--- config.mk ---
export PLATFORM = sky130hd
export DESIGN_NAME = eeprom_image_cache
export DESIGN_NICKNAME = d
export VERILOG_FILES = /design/src/rtl/eic_pkg.sv /design/src/rtl/eic_word_store.sv /design/src/rtl/eic_sum_acc.sv /design/src/rtl/eic_ctrl.sv /design/src/rtl/eeprom_image_cache.sv
export SDC_FILE = /design/constraint.sdc
export NUM_CORES = 2
export LEC_CHECK = 0
export BUFFER_PORTS_ARGS = -buffer_cell sky130_fd_sc_hd__buf_4
export CAP_MARGIN = 5
export CORE_ASPECT_RATIO = 0.75
export CORE_MARGIN = 3
export CORE_UTILIZATION = 57
export CTS_BUF_LIST = sky130_fd_sc_hd__clkbuf_4 sky130_fd_sc_hd__clkbuf_8 sky130_fd_sc_hd__clkbuf_16
export DETAILED_ROUTE_END_ITERATION = 16
export HOLD_SLACK_MARGIN = 0.12
export MAX_ROUTING_LAYER = met4
export PLACE_DENSITY = 0.7
export SLEW_MARGIN = 10
export SYNTH_ARGS = -nofsm -noshare
export SYNTH_HDL_FRONTEND = slang
export SYNTH_SLANG_ARGS = --single-unit
--- constraint.sdc ---
create_clock -name clk -period 4.1 [get_ports clk]
set_clock_uncertainty 0.15 [all_clocks]
set_input_delay 1.23 -clock clk [delete_from_list [all_inputs] [get_ports clk]]
set_output_delay 1.23 -clock clk [all_outputs]
set_load 0.005 [all_outputs]
--- src/rtl/eic_pkg.sv ---
package eic_pkg;

    // Command codes on op_code
    typedef enum logic [1:0] {
        OP_LOAD  = 2'b00,
        OP_WRITE = 2'b01,
        OP_CSUM  = 2'b10,
        OP_NOP   = 2'b11
    } eic_op_e;

    // Sequencer states
    typedef enum logic [2:0] {
        ST_IDLE,
        ST_LD_REQ,
        ST_LD_WAIT,
        ST_LD_CHECK,
        ST_SUM_REQ,
        ST_SUM_WAIT,
        ST_WR_REQ,
        ST_WR_WAIT
    } eic_state_e;

endpackage

--- src/rtl/eic_word_store.sv ---
module eic_word_store #(
    parameter int DATA_W    = 16,
    parameter int WORDS     = 64,
    parameter int SIG_INDEX = 0,
    localparam int AW       = $clog2(WORDS)
) (
    input  logic              clk,
    input  logic              rst_n,
    input  logic              wr_en,
    input  logic [AW-1:0]     wr_addr,
    input  logic [DATA_W-1:0] wr_data,
    input  logic [AW-1:0]     rd_addr,
    output logic [DATA_W-1:0] rd_data,
    output logic [DATA_W-1:0] sig_word
);

    logic [DATA_W-1:0] word_d [WORDS];
    logic [DATA_W-1:0] word_q [WORDS];

    always_comb begin
        for (int i = 0; i < WORDS; i++) begin
            word_d[i] = word_q[i];
            if (wr_en && (wr_addr == AW'(i))) begin
                word_d[i] = wr_data;
            end
        end
    end

    always_ff @(posedge clk) begin
        if (!rst_n) begin
            for (int i = 0; i < WORDS; i++) begin
                word_q[i] <= '0;
            end
        end else begin
            word_q <= word_d;
        end
    end

    assign rd_data  = word_q[rd_addr];
    assign sig_word = word_q[SIG_INDEX];

endmodule

--- src/rtl/eic_sum_acc.sv ---
module eic_sum_acc #(
    parameter int DATA_W = 16
) (
    input  logic              clk,
    input  logic              rst_n,
    input  logic              clr,
    input  logic              add_en,
    input  logic [DATA_W-1:0] add_val,
    output logic [DATA_W-1:0] sum
);

    logic [DATA_W-1:0] sum_d, sum_q;

    always_comb begin
        sum_d = sum_q;
        if (clr) begin
            sum_d = '0;
        end else if (add_en) begin
            sum_d = sum_q + add_val;
        end
    end

    always_ff @(posedge clk) begin
        if (!rst_n) begin
            sum_q <= '0;
        end else begin
            sum_q <= sum_d;
        end
    end

    assign sum = sum_q;

endmodule

--- src/rtl/eic_ctrl.sv ---
module eic_ctrl
    import eic_pkg::*;
#(
    parameter int              DATA_W    = 16,
    parameter int              WORDS     = 64,
    parameter logic [DATA_W-1:0] MAGIC     = 16'hBABA,
    parameter int              SIG_INDEX = 0,
    parameter logic [DATA_W-1:0] SIG_MASK  = 16'hC000,
    parameter logic [DATA_W-1:0] SIG_VALID = 16'h4000,
    parameter logic [DATA_W-1:0] SIG_CLEAR = 16'h0000,
    localparam int             AW        = $clog2(WORDS),
    localparam int             IDX_W     = AW + 1
) (
    input  logic              clk,
    input  logic              rst_n,
    // lookup port
    input  logic              lk_valid,
    input  logic [IDX_W-1:0]  lk_index,
    output logic              lk_ready,
    output logic              rsp_valid,
    output logic [DATA_W-1:0] rsp_word,
    // command port
    input  logic              op_valid,
    input  logic [1:0]        op_code,
    input  logic [AW-1:0]     op_addr,
    input  logic [DATA_W-1:0] op_wdata,
    output logic              op_ready,
    // serial master port
    output logic              mem_req_valid,
    input  logic              mem_req_ready,
    output logic              mem_req_write,
    output logic [AW-1:0]     mem_req_addr,
    output logic [DATA_W-1:0] mem_req_wdata,
    input  logic              mem_rsp_valid,
    input  logic [DATA_W-1:0] mem_rsp_rdata,
    // status
    output logic              load_busy,
    output logic              image_valid,
    output logic              checksum_error,
    output logic              signature_error,
    // word store
    output logic              st_wr_en,
    output logic [AW-1:0]     st_wr_addr,
    output logic [DATA_W-1:0] st_wr_data,
    output logic [AW-1:0]     st_rd_addr,
    input  logic [DATA_W-1:0] st_rd_data,
    input  logic [DATA_W-1:0] st_sig_word,
    // accumulator
    output logic              acc_clr,
    output logic              acc_add,
    output logic [DATA_W-1:0] acc_val,
    input  logic [DATA_W-1:0] acc_sum
);

    localparam logic [AW-1:0]    LAST_ADDR = AW'(WORDS - 1);
    localparam logic [AW-1:0]    SUM_LAST  = AW'(WORDS - 2);
    localparam logic [IDX_W-1:0] IDX_LIMIT = IDX_W'(WORDS);

    typedef struct packed {
        eic_state_e        state;
        logic [AW-1:0]     addr;
        logic [DATA_W-1:0] wdata;
        logic              lk_pend;
        logic [AW-1:0]     lk_idx;
        logic              rsp_valid;
        logic [DATA_W-1:0] rsp_word;
        logic              img_ok;
        logic              csum_err;
        logic              sig_err;
    } ctrl_regs_t;

    ctrl_regs_t r_d, r_q;

    logic sig_ok;
    logic sum_ok;
    logic [DATA_W-1:0] partial_sum;

    assign sig_ok      = (st_sig_word & SIG_MASK) == SIG_VALID;
    assign sum_ok      = acc_sum == MAGIC;
    assign partial_sum = acc_sum + mem_rsp_rdata;

    always_comb begin
        r_d           = r_q;
        r_d.rsp_valid = 1'b0;
        st_wr_en      = 1'b0;
        st_wr_addr    = r_q.addr;
        st_wr_data    = mem_rsp_rdata;
        st_rd_addr    = r_q.lk_idx;
        acc_clr       = 1'b0;
        acc_add       = 1'b0;
        acc_val       = mem_rsp_rdata;

        unique case (r_q.state)
            ST_IDLE: begin
                if (lk_valid) begin
                    st_rd_addr = lk_index[AW-1:0];
                    if (lk_index >= IDX_LIMIT) begin
                        r_d.rsp_valid = 1'b1;
                        r_d.rsp_word  = '0;
                    end else if (sig_ok) begin
                        r_d.rsp_valid = 1'b1;
                        r_d.rsp_word  = st_rd_data;
                    end else begin
                        r_d.lk_pend  = 1'b1;
                        r_d.lk_idx   = lk_index[AW-1:0];
                        r_d.addr     = '0;
                        r_d.img_ok   = 1'b0;
                        r_d.csum_err = 1'b0;
                        r_d.sig_err  = 1'b0;
                        r_d.state    = ST_LD_REQ;
                        acc_clr      = 1'b1;
                    end
                end else if (op_valid) begin
                    unique case (eic_op_e'(op_code))
                        OP_LOAD: begin
                            r_d.lk_pend  = 1'b0;
                            r_d.addr     = '0;
                            r_d.img_ok   = 1'b0;
                            r_d.csum_err = 1'b0;
                            r_d.sig_err  = 1'b0;
                            r_d.state    = ST_LD_REQ;
                            acc_clr      = 1'b1;
                        end
                        OP_WRITE: begin
                            r_d.addr  = op_addr;
                            r_d.wdata = op_wdata;
                            r_d.state = ST_WR_REQ;
                        end
                        OP_CSUM: begin
                            r_d.addr  = '0;
                            r_d.state = ST_SUM_REQ;
                            acc_clr   = 1'b1;
                        end
                        default: begin
                            r_d.state = ST_IDLE;
                        end
                    endcase
                end
            end
            ST_LD_REQ: begin
                if (mem_req_ready) r_d.state = ST_LD_WAIT;
            end
            ST_LD_WAIT: begin
                if (mem_rsp_valid) begin
                    st_wr_en = 1'b1;
                    acc_add  = 1'b1;
                    if (r_q.addr == LAST_ADDR) begin
                        r_d.state = ST_LD_CHECK;
                    end else begin
                        r_d.addr  = r_q.addr + 1'b1;
                        r_d.state = ST_LD_REQ;
                    end
                end
            end
            ST_LD_CHECK: begin
                if (!sum_ok) begin
                    st_wr_en     = 1'b1;
                    st_wr_addr   = AW'(SIG_INDEX);
                    st_wr_data   = SIG_CLEAR;
                    r_d.csum_err = 1'b1;
                end else if (!sig_ok) begin
                    r_d.sig_err = 1'b1;
                end else begin
                    r_d.img_ok = 1'b1;
                end
                if (r_q.lk_pend) begin
                    r_d.rsp_valid = 1'b1;
                    r_d.rsp_word  = (sum_ok && sig_ok) ? st_rd_data : '0;
                end
                r_d.lk_pend = 1'b0;
                r_d.state   = ST_IDLE;
            end
            ST_SUM_REQ: begin
                if (mem_req_ready) r_d.state = ST_SUM_WAIT;
            end
            ST_SUM_WAIT: begin
                if (mem_rsp_valid) begin
                    acc_add = 1'b1;
                    if (r_q.addr == SUM_LAST) begin
                        r_d.addr  = LAST_ADDR;
                        r_d.wdata = MAGIC - partial_sum;
                        r_d.state = ST_WR_REQ;
                    end else begin
                        r_d.addr  = r_q.addr + 1'b1;
                        r_d.state = ST_SUM_REQ;
                    end
                end
            end
            ST_WR_REQ: begin
                if (mem_req_ready) r_d.state = ST_WR_WAIT;
            end
            ST_WR_WAIT: begin
                if (mem_rsp_valid) begin
                    st_wr_en   = 1'b1;
                    st_wr_addr = AW'(SIG_INDEX);
                    st_wr_data = SIG_CLEAR;
                    r_d.img_ok = 1'b0;
                    r_d.state  = ST_IDLE;
                end
            end
            default: r_d.state = ST_IDLE;
        endcase
    end

    always_ff @(posedge clk) begin
        if (!rst_n) begin
            r_q <= '{state: ST_IDLE, default: '0};
        end else begin
            r_q <= r_d;
        end
    end

    assign lk_ready      = r_q.state == ST_IDLE;
    assign op_ready      = (r_q.state == ST_IDLE) && !lk_valid;
    assign rsp_valid     = r_q.rsp_valid;
    assign rsp_word      = r_q.rsp_word;
    assign mem_req_valid = (r_q.state == ST_LD_REQ) || (r_q.state == ST_SUM_REQ) ||
                           (r_q.state == ST_WR_REQ);
    assign mem_req_write = r_q.state == ST_WR_REQ;
    assign mem_req_addr  = r_q.addr;
    assign mem_req_wdata = r_q.wdata;
    assign load_busy     = (r_q.state == ST_LD_REQ) || (r_q.state == ST_LD_WAIT) ||
                           (r_q.state == ST_LD_CHECK);
    assign image_valid     = r_q.img_ok;
    assign checksum_error  = r_q.csum_err;
    assign signature_error = r_q.sig_err;

endmodule

--- src/rtl/eeprom_image_cache.sv ---
module eeprom_image_cache #(
    parameter int                DATA_W    = 16,
    parameter int                WORDS     = 64,
    parameter logic [DATA_W-1:0] MAGIC     = 16'hBABA,
    parameter int                SIG_INDEX = 0,
    parameter logic [DATA_W-1:0] SIG_MASK  = 16'hC000,
    parameter logic [DATA_W-1:0] SIG_VALID = 16'h4000,
    parameter logic [DATA_W-1:0] SIG_CLEAR = 16'h0000,
    localparam int               AW        = $clog2(WORDS),
    localparam int               IDX_W     = AW + 1
) (
    input  logic              clk,
    input  logic              rst_n,
    input  logic              lk_valid,
    input  logic [IDX_W-1:0]  lk_index,
    output logic              lk_ready,
    output logic              rsp_valid,
    output logic [DATA_W-1:0] rsp_word,
    input  logic              op_valid,
    input  logic [1:0]        op_code,
    input  logic [AW-1:0]     op_addr,
    input  logic [DATA_W-1:0] op_wdata,
    output logic              op_ready,
    output logic              mem_req_valid,
    input  logic              mem_req_ready,
    output logic              mem_req_write,
    output logic [AW-1:0]     mem_req_addr,
    output logic [DATA_W-1:0] mem_req_wdata,
    input  logic              mem_rsp_valid,
    input  logic [DATA_W-1:0] mem_rsp_rdata,
    output logic              load_busy,
    output logic              image_valid,
    output logic              checksum_error,
    output logic              signature_error
);

    logic              st_wr_en;
    logic [AW-1:0]     st_wr_addr;
    logic [DATA_W-1:0] st_wr_data;
    logic [AW-1:0]     st_rd_addr;
    logic [DATA_W-1:0] st_rd_data;
    logic [DATA_W-1:0] st_sig_word;
    logic              acc_clr;
    logic              acc_add;
    logic [DATA_W-1:0] acc_val;
    logic [DATA_W-1:0] acc_sum;

    eic_word_store #(
        .DATA_W(DATA_W), .WORDS(WORDS), .SIG_INDEX(SIG_INDEX)
    ) u_store (
        .clk      (clk),
        .rst_n    (rst_n),
        .wr_en    (st_wr_en),
        .wr_addr  (st_wr_addr),
        .wr_data  (st_wr_data),
        .rd_addr  (st_rd_addr),
        .rd_data  (st_rd_data),
        .sig_word (st_sig_word)
    );

    eic_sum_acc #(.DATA_W(DATA_W)) u_acc (
        .clk     (clk),
        .rst_n   (rst_n),
        .clr     (acc_clr),
        .add_en  (acc_add),
        .add_val (acc_val),
        .sum     (acc_sum)
    );

    eic_ctrl #(
        .DATA_W(DATA_W), .WORDS(WORDS), .MAGIC(MAGIC), .SIG_INDEX(SIG_INDEX),
        .SIG_MASK(SIG_MASK), .SIG_VALID(SIG_VALID), .SIG_CLEAR(SIG_CLEAR)
    ) u_ctrl (
        .clk             (clk),
        .rst_n           (rst_n),
        .lk_valid        (lk_valid),
        .lk_index        (lk_index),
        .lk_ready        (lk_ready),
        .rsp_valid       (rsp_valid),
        .rsp_word        (rsp_word),
        .op_valid        (op_valid),
        .op_code         (op_code),
        .op_addr         (op_addr),
        .op_wdata        (op_wdata),
        .op_ready        (op_ready),
        .mem_req_valid   (mem_req_valid),
        .mem_req_ready   (mem_req_ready),
        .mem_req_write   (mem_req_write),
        .mem_req_addr    (mem_req_addr),
        .mem_req_wdata   (mem_req_wdata),
        .mem_rsp_valid   (mem_rsp_valid),
        .mem_rsp_rdata   (mem_rsp_rdata),
        .load_busy       (load_busy),
        .image_valid     (image_valid),
        .checksum_error  (checksum_error),
        .signature_error (signature_error),
        .st_wr_en        (st_wr_en),
        .st_wr_addr      (st_wr_addr),
        .st_wr_data      (st_wr_data),
        .st_rd_addr      (st_rd_addr),
        .st_rd_data      (st_rd_data),
        .st_sig_word     (st_sig_word),
        .acc_clr         (acc_clr),
        .acc_add         (acc_add),
        .acc_val         (acc_val),
        .acc_sum         (acc_sum)
    );

endmodule

Yosys cells after proc, flatten, opt, wreduce, memory -nomap -nowiden
Cells that the tools add are included.
{ "word_totals": {"wordCells": 340, "output_inout_bits": 47, "reg_bits": 1092} }
{ "classes": {"magnitude_cmp": 2, "bitwise": 4, "n_reduce_logical": 91, "eq_ne": 99, "add_sub_neg": 3, "mux": 66} }
{ "ops": {"columns": ["op", "count"], "rows": [
  ["$eq A6 B6 Y1 const B", 34],
  ["$mux W16", 8],
  ["$bmux W16 S6", 1],
  ["$eq A6 B5 Y1 const B", 16],
  ["$mux W17", 4],
  ["$logic_and A1 B1 Y1", 66],
  ["$pmux W16 S2", 2],
  ["$eq A6 B4 Y1 const B", 8],
  ["$mux W9", 4],
  ["$pmux W17 S2", 1],
  ["$mux W6", 5],
  ["$mux W3", 9],
  ["$mux W26", 1],
  ["$mux W25", 1],
  ["$eq A6 B3 Y1 const B", 4],
  ["$pmux W3 S8", 1],
  ["$pmux W6 S2", 2],
  ["$ne A2 B2 Y1 const B", 11],
  ["$pmux W6 S3", 1],
  ["$mux W1", 17],
  ["$add A16 B16 Y16", 1],
  ["$eq A16 B16 Y1 const B", 1],
  ["$reduce_and A8 Y1", 2],
  ["$sub A16 B16 Y16 const A", 1],
  ["other kinds (36)", 64]
]} }

Logic depth before layout (Yosys ltp)
{ "logic_depth": {"depth_word": 10, "mapped_depth": 13, "ltp_nobuf": 12} }

Hierarchy
A second synthesis with hierarchy kept.
{ "unflattened": {"cells_unflattened": 5978, "hier_area_um2": 52350.2} }
{ "by_module_without_submodules": {"columns": ["module", "seq_area_each_um2", "area_per_inst_um2", "n_inst", "cells_per_inst"], "rows": [
  ["eic_word_store", 20499.7, 46729.8, 1, 5281],
  ["eic_ctrl", 1041.0, 4275.4, 1, 536],
  ["eic_sum_acc", 320.3, 1345.0, 1, 161]
]} }

Worst setup path after synthesis
OpenSTA, ideal clock, no wires.
{ "synth_path": {"path_kind": "input to register", "from": "input mem_rsp_rdata[0]", "to": "register u_ctrl.r_q (netlist bit u_ctrl.mem_req_wdata[14])", "stages": 11, "required_time_ns": 3.869, "setup_time_ns": 0.081, "slack_ns": 0.181, "arrival_time_ns": 3.688, "cell_sequence": "ha_1 -> inv_1 -> fa_1 -> nand2b_1 -> a21oi_1 -> xor2_2 -> nand3_2 -> a311oi_2 -> nor2_1 -> or4_1 -> a41oi_1"} }
{ "synth_via": {"elab_chain_len": 5} }
{ "synth_lines": {"columns": ["element", "line_no", "text"], "rows": [
  ["start, declared", "eeprom_image_cache.sv:30", "input logic [DATA_W-1:0] mem_rsp_rdata,"],
  ["$add A16 B16 Y16", "eic_ctrl.sv:80", "assign partial_sum = acc_sum + mem_rsp_rdata;"],
  ["$sub A16 B16 Y16", "eic_ctrl.sv:181", "r_d.wdata = MAGIC - partial_sum;"],
  ["$mux W16", "eic_ctrl.sv:179", "if (r_q.addr == SUM_LAST) begin"],
  ["$mux W25", "eic_ctrl.sv:177", "if (mem_rsp_valid) begin"],
  ["$pmux W16 S2", "eic_ctrl.sv:93", "unique case (r_q.state)"],
  ["end signal, assigned", "eic_ctrl.sv:209", "r_q <= r_d;"],
  ["end, declared", "eic_ctrl.sv:72", "ctrl_regs_t r_d, r_q;"]
]} }
No other way between the ends. The select of a mux whose other input is x is not followed.
A chain may end at the register's enable or synchronous reset.

Worst setup path in the final report
{ "layout_path": {"from": "input lk_valid", "to": "register u_ctrl.r_q (netlist bit u_ctrl.rsp_word[0])"} }
{ "layout_via": {"elab_chain_len": 10} }
{ "layout_lines": {"columns": ["element", "line_no", "text"], "rows": [
  ["start, declared", "eeprom_image_cache.sv:14", "input logic lk_valid,"],
  ["$mux W6", "eic_ctrl.sv:95", "if (lk_valid) begin"],
  ["$mux W6", "eic_ctrl.sv:93", null],
  ["$not A6 Y7 (not written as such)", "eic_word_store.sv:39", "assign rd_data = word_q[rd_addr];"],
  ["$bmux W16 S6", "eic_word_store.sv:39", null],
  ["$mux W16 (not written as such) (2 in series)", "eic_word_store.sv:39", null],
  ["$mux W17", "eic_ctrl.sv:100", "end else if (sig_ok) begin"],
  ["$mux W17", "eic_ctrl.sv:97", "if (lk_index >= IDX_LIMIT) begin"],
  ["$mux W17", "eic_ctrl.sv:95", null],
  ["$pmux W17 S2", "eic_ctrl.sv:93", null]
]} }
Several ways; a longest one is shown, not always the timed one. The select of a mux whose other input is x is not followed.

==> results.txt <==
Post-DP HPWL: 121000 um
Fin crit share: 95.9%
Yosys warning count: 0
Slew headroom: 12.3%
Setup WS post-layout: 0.169 ns
Port bufs: 99
H-tree levels: 3
Share of cells above drive strength 1: 10.6%
Hold-fix buffers, CTS: 0
Cells after DPL: 8125
Max cap viols: 0
Drt drc: 0
Die H: 261 um
Synth area leaders: dfxtp_1 (44%), nand2_1 (23%), a21oi_1 (11%)
Fin util: 66.6%
VDD IR max: 354 uV
Number of enable flip-flop cells after synthesis: 0
Min-delay worst type: reg -> reg
Post-Synthesis Cells: 7136
Rows: 92
Clock tree root buffer cell: clkbuf_16
Layout fillers: 7619
Layout area overhead: 14.3%
Mapped Area: 0.0496 mm2
Antenna violation net count after detailed routing: 0
Synth top area share: 44.1%
DRT iter0 DRCs: 7635
Final setup vio count: 0
Post-Place Worst Slack: -0.437 ns
Design Area, Final: 0.0566 mm2
Crit-path max FO: 14
Post-synth net total: 7212
Post-synthesis sequential area ratio: 44.1%
TritonRoute pass-1 iters: 8
Worst setup path category: in -> reg
Vias post-DR: 51000
Status: complete, no violations
# IOs: 100
TritonCTS sink count: 1092
CTS tree: yes
Gpl congestion: 1.05
Worst Path Required: 4.59 ns
Power Density: 506 mW/mm2
Distinct cells, synth: 76
Die Wd: 346 um
Top cells by instance count after synthesis: nand2_1 (3081), dfxtp_1 (1092), a21oi_1 (1063), clkbuf_1 (454), nand3_1 (373)
Crit path launch type: input port
Vias/cell: 6.12
Post-layout min period: 3.93 ns
Global Route Usage Sum: 40.8%
CP arrival: 4.42 ns
Core region area: 0.0851 mm2
DP Area: 0.0529 mm2
# Post-CTS Setup Buffers: 0
Initial Utilization: 58.3%
Max-slew violations: 0
Synth async-reset ratio: 0%
Final hold viol count: 0
First-pass GRT wire length: 279000 um
CTS buffer count: 106
Synth Flop Type: dfxtp_1
GR Overflow Total: 0
Number of gates resized after CTS: 0
Register area: 0.0219 mm2
Worst Tran Pin Value: 1.31 ns
Vias in the first global route: 45500
Overall power: 28.7 mW
Antenna violations before repair: 9
Final net count: 7181
Syn avg cell area: 6.95 um2
Clk slew on worst S/H paths: 0.07 ns
Drt total wl: 186000 um
Clk_lat worst skew: 0.70 ns
#FFs+latches synth: 1092
Fmax: 254 MHz
Die footprint: 0.0906 mm2
Pleak: 18.5 nW
RSZ-0062 raised after global routing: false
Largest area contributor in the netlist: dfxtp_1
Largest net degree at the start of global routing: 244
Count leader, synth: nand2_1
Multi-input logic area: 0.0251 mm2
Final Instance Count excl. Fillers: 8335
Critical Path Sink Type: flip-flop
Routed len/inst: 22.4 um
Reg2reg setup slack: 0.28 ns
CTS Buffer Depth: 3
## per-layer routing
layer | GRT usage, % | routed length [um]
met1 | 55.0 | 76600
met4 | 17.8 | 8790
met5 | - | 0
met3 | 10.4 | 23200
met2 | 57.8 | 77900
## cell families (layout without fill, tap and decap cells)
group / Yosys count / count (layout) / share of synthesized area (%)
simple gates: 3847 / 3847 / 31.4
mux: 81 / 81 / 1.65
flops: 1092 / 1092 / 44.1
buf+inv: 649 / 709 / 5.55
xor+xnor: 16 / 16 / 0.313
compound gates: 1428 / 1428 / 16.4
other cells: 0 / 11 / 0
fa+ha+maj: 23 / 23 / 0.596
## report_power, final
| part | internal, mW | leakage [nW] | switching (mW) | total [mW] |
|---|---|---|---|---|
| clock | 5.96 | 1.83 | 4.50 | 10.5 |
| combinational | 2.43 | 7.89 | 5.02 | 7.44 |
| sequential | 10.7 | 8.79 | 0.111 | 10.8 |
## path summary, 6_finish.rpt
path | from | endpoint | depth (start not counted)
hold / removal | u_store.word_q[841] | u_store.word_q[841] | 2
setup / recovery | lk_valid | u_ctrl.rsp_word[0] | 11
setup reg to reg | u_ctrl.r_q[49] | u_ctrl.rsp_word[0] | 10
hold reg to reg | u_store.word_q[841] | u_store.word_q[841] | 2
## flip-flops by register name (all words and copies together), names as in the netlist
register and flops:
u_ctrl.image_valid 1, u_acc.sum 16, u_ctrl.rsp_valid 1, u_ctrl.checksum_error 1, u_ctrl.mem_req_wdata 16, u_ctrl.r_q 10
u_store.word_q 1008, u_ctrl.rsp_word 16, u_store.sig_word 16, u_ctrl.mem_req_addr 6, u_ctrl.signature_error 1
## metrics by stage
step / hold slack, ns / setup TNS [ns]
2_1_floorplan: 0.282 / 0
3_3_place_gp: 0.291 / -3.50
3_5_place_dp: 0.296 / -3.63
4_1_cts: 0.305 / 0
5_1_grt: 0.318 / 0
6_report: 0.301 / 0
## layout by cell type, fill, tap and decap left out, drive strengths merged, types with 14 or more instances in the layout
cell,count
nand2,3081
dfxtp,1092
a21oi,1063
buf,493
nand3,374
nor2,171
clkbuf,136
and3,104
a311oi,85
a31oi,81
mux2i,76
o21ai,52
a32oi,48
clkinv,32
nand4,27
inv,24
and2,23
ha,22
nor3,20
o2111ai,17
o32a,15
o211ai,14
## critical path: stages
cell	delay (ns)
buf_4	0.09
nor4b_4	0.36
buf_12	0.18
mux2_8	0.45
buf_12	0.18
mux2i_1	0.11
a32oi_1	0.21
a31oi_1	0.14
buf_4	0.17
a311oi_1	1.02
o32a_1	0.25
## layout make-up
type | instances | share of cell area [%]
repair buffers | 493 | 7.88
diodes | 11 | 0.0486
clock inverters | 63 | 1.26
inverters | 17 | 0.126
clock buffers | 136 | 5.29
multi-input cells | 5395 | 44.3
flip-flops and latches | 1092 | 38.6
well taps | 1128 | 2.49
No activity file was read; power rests on OpenSTA's default activity.
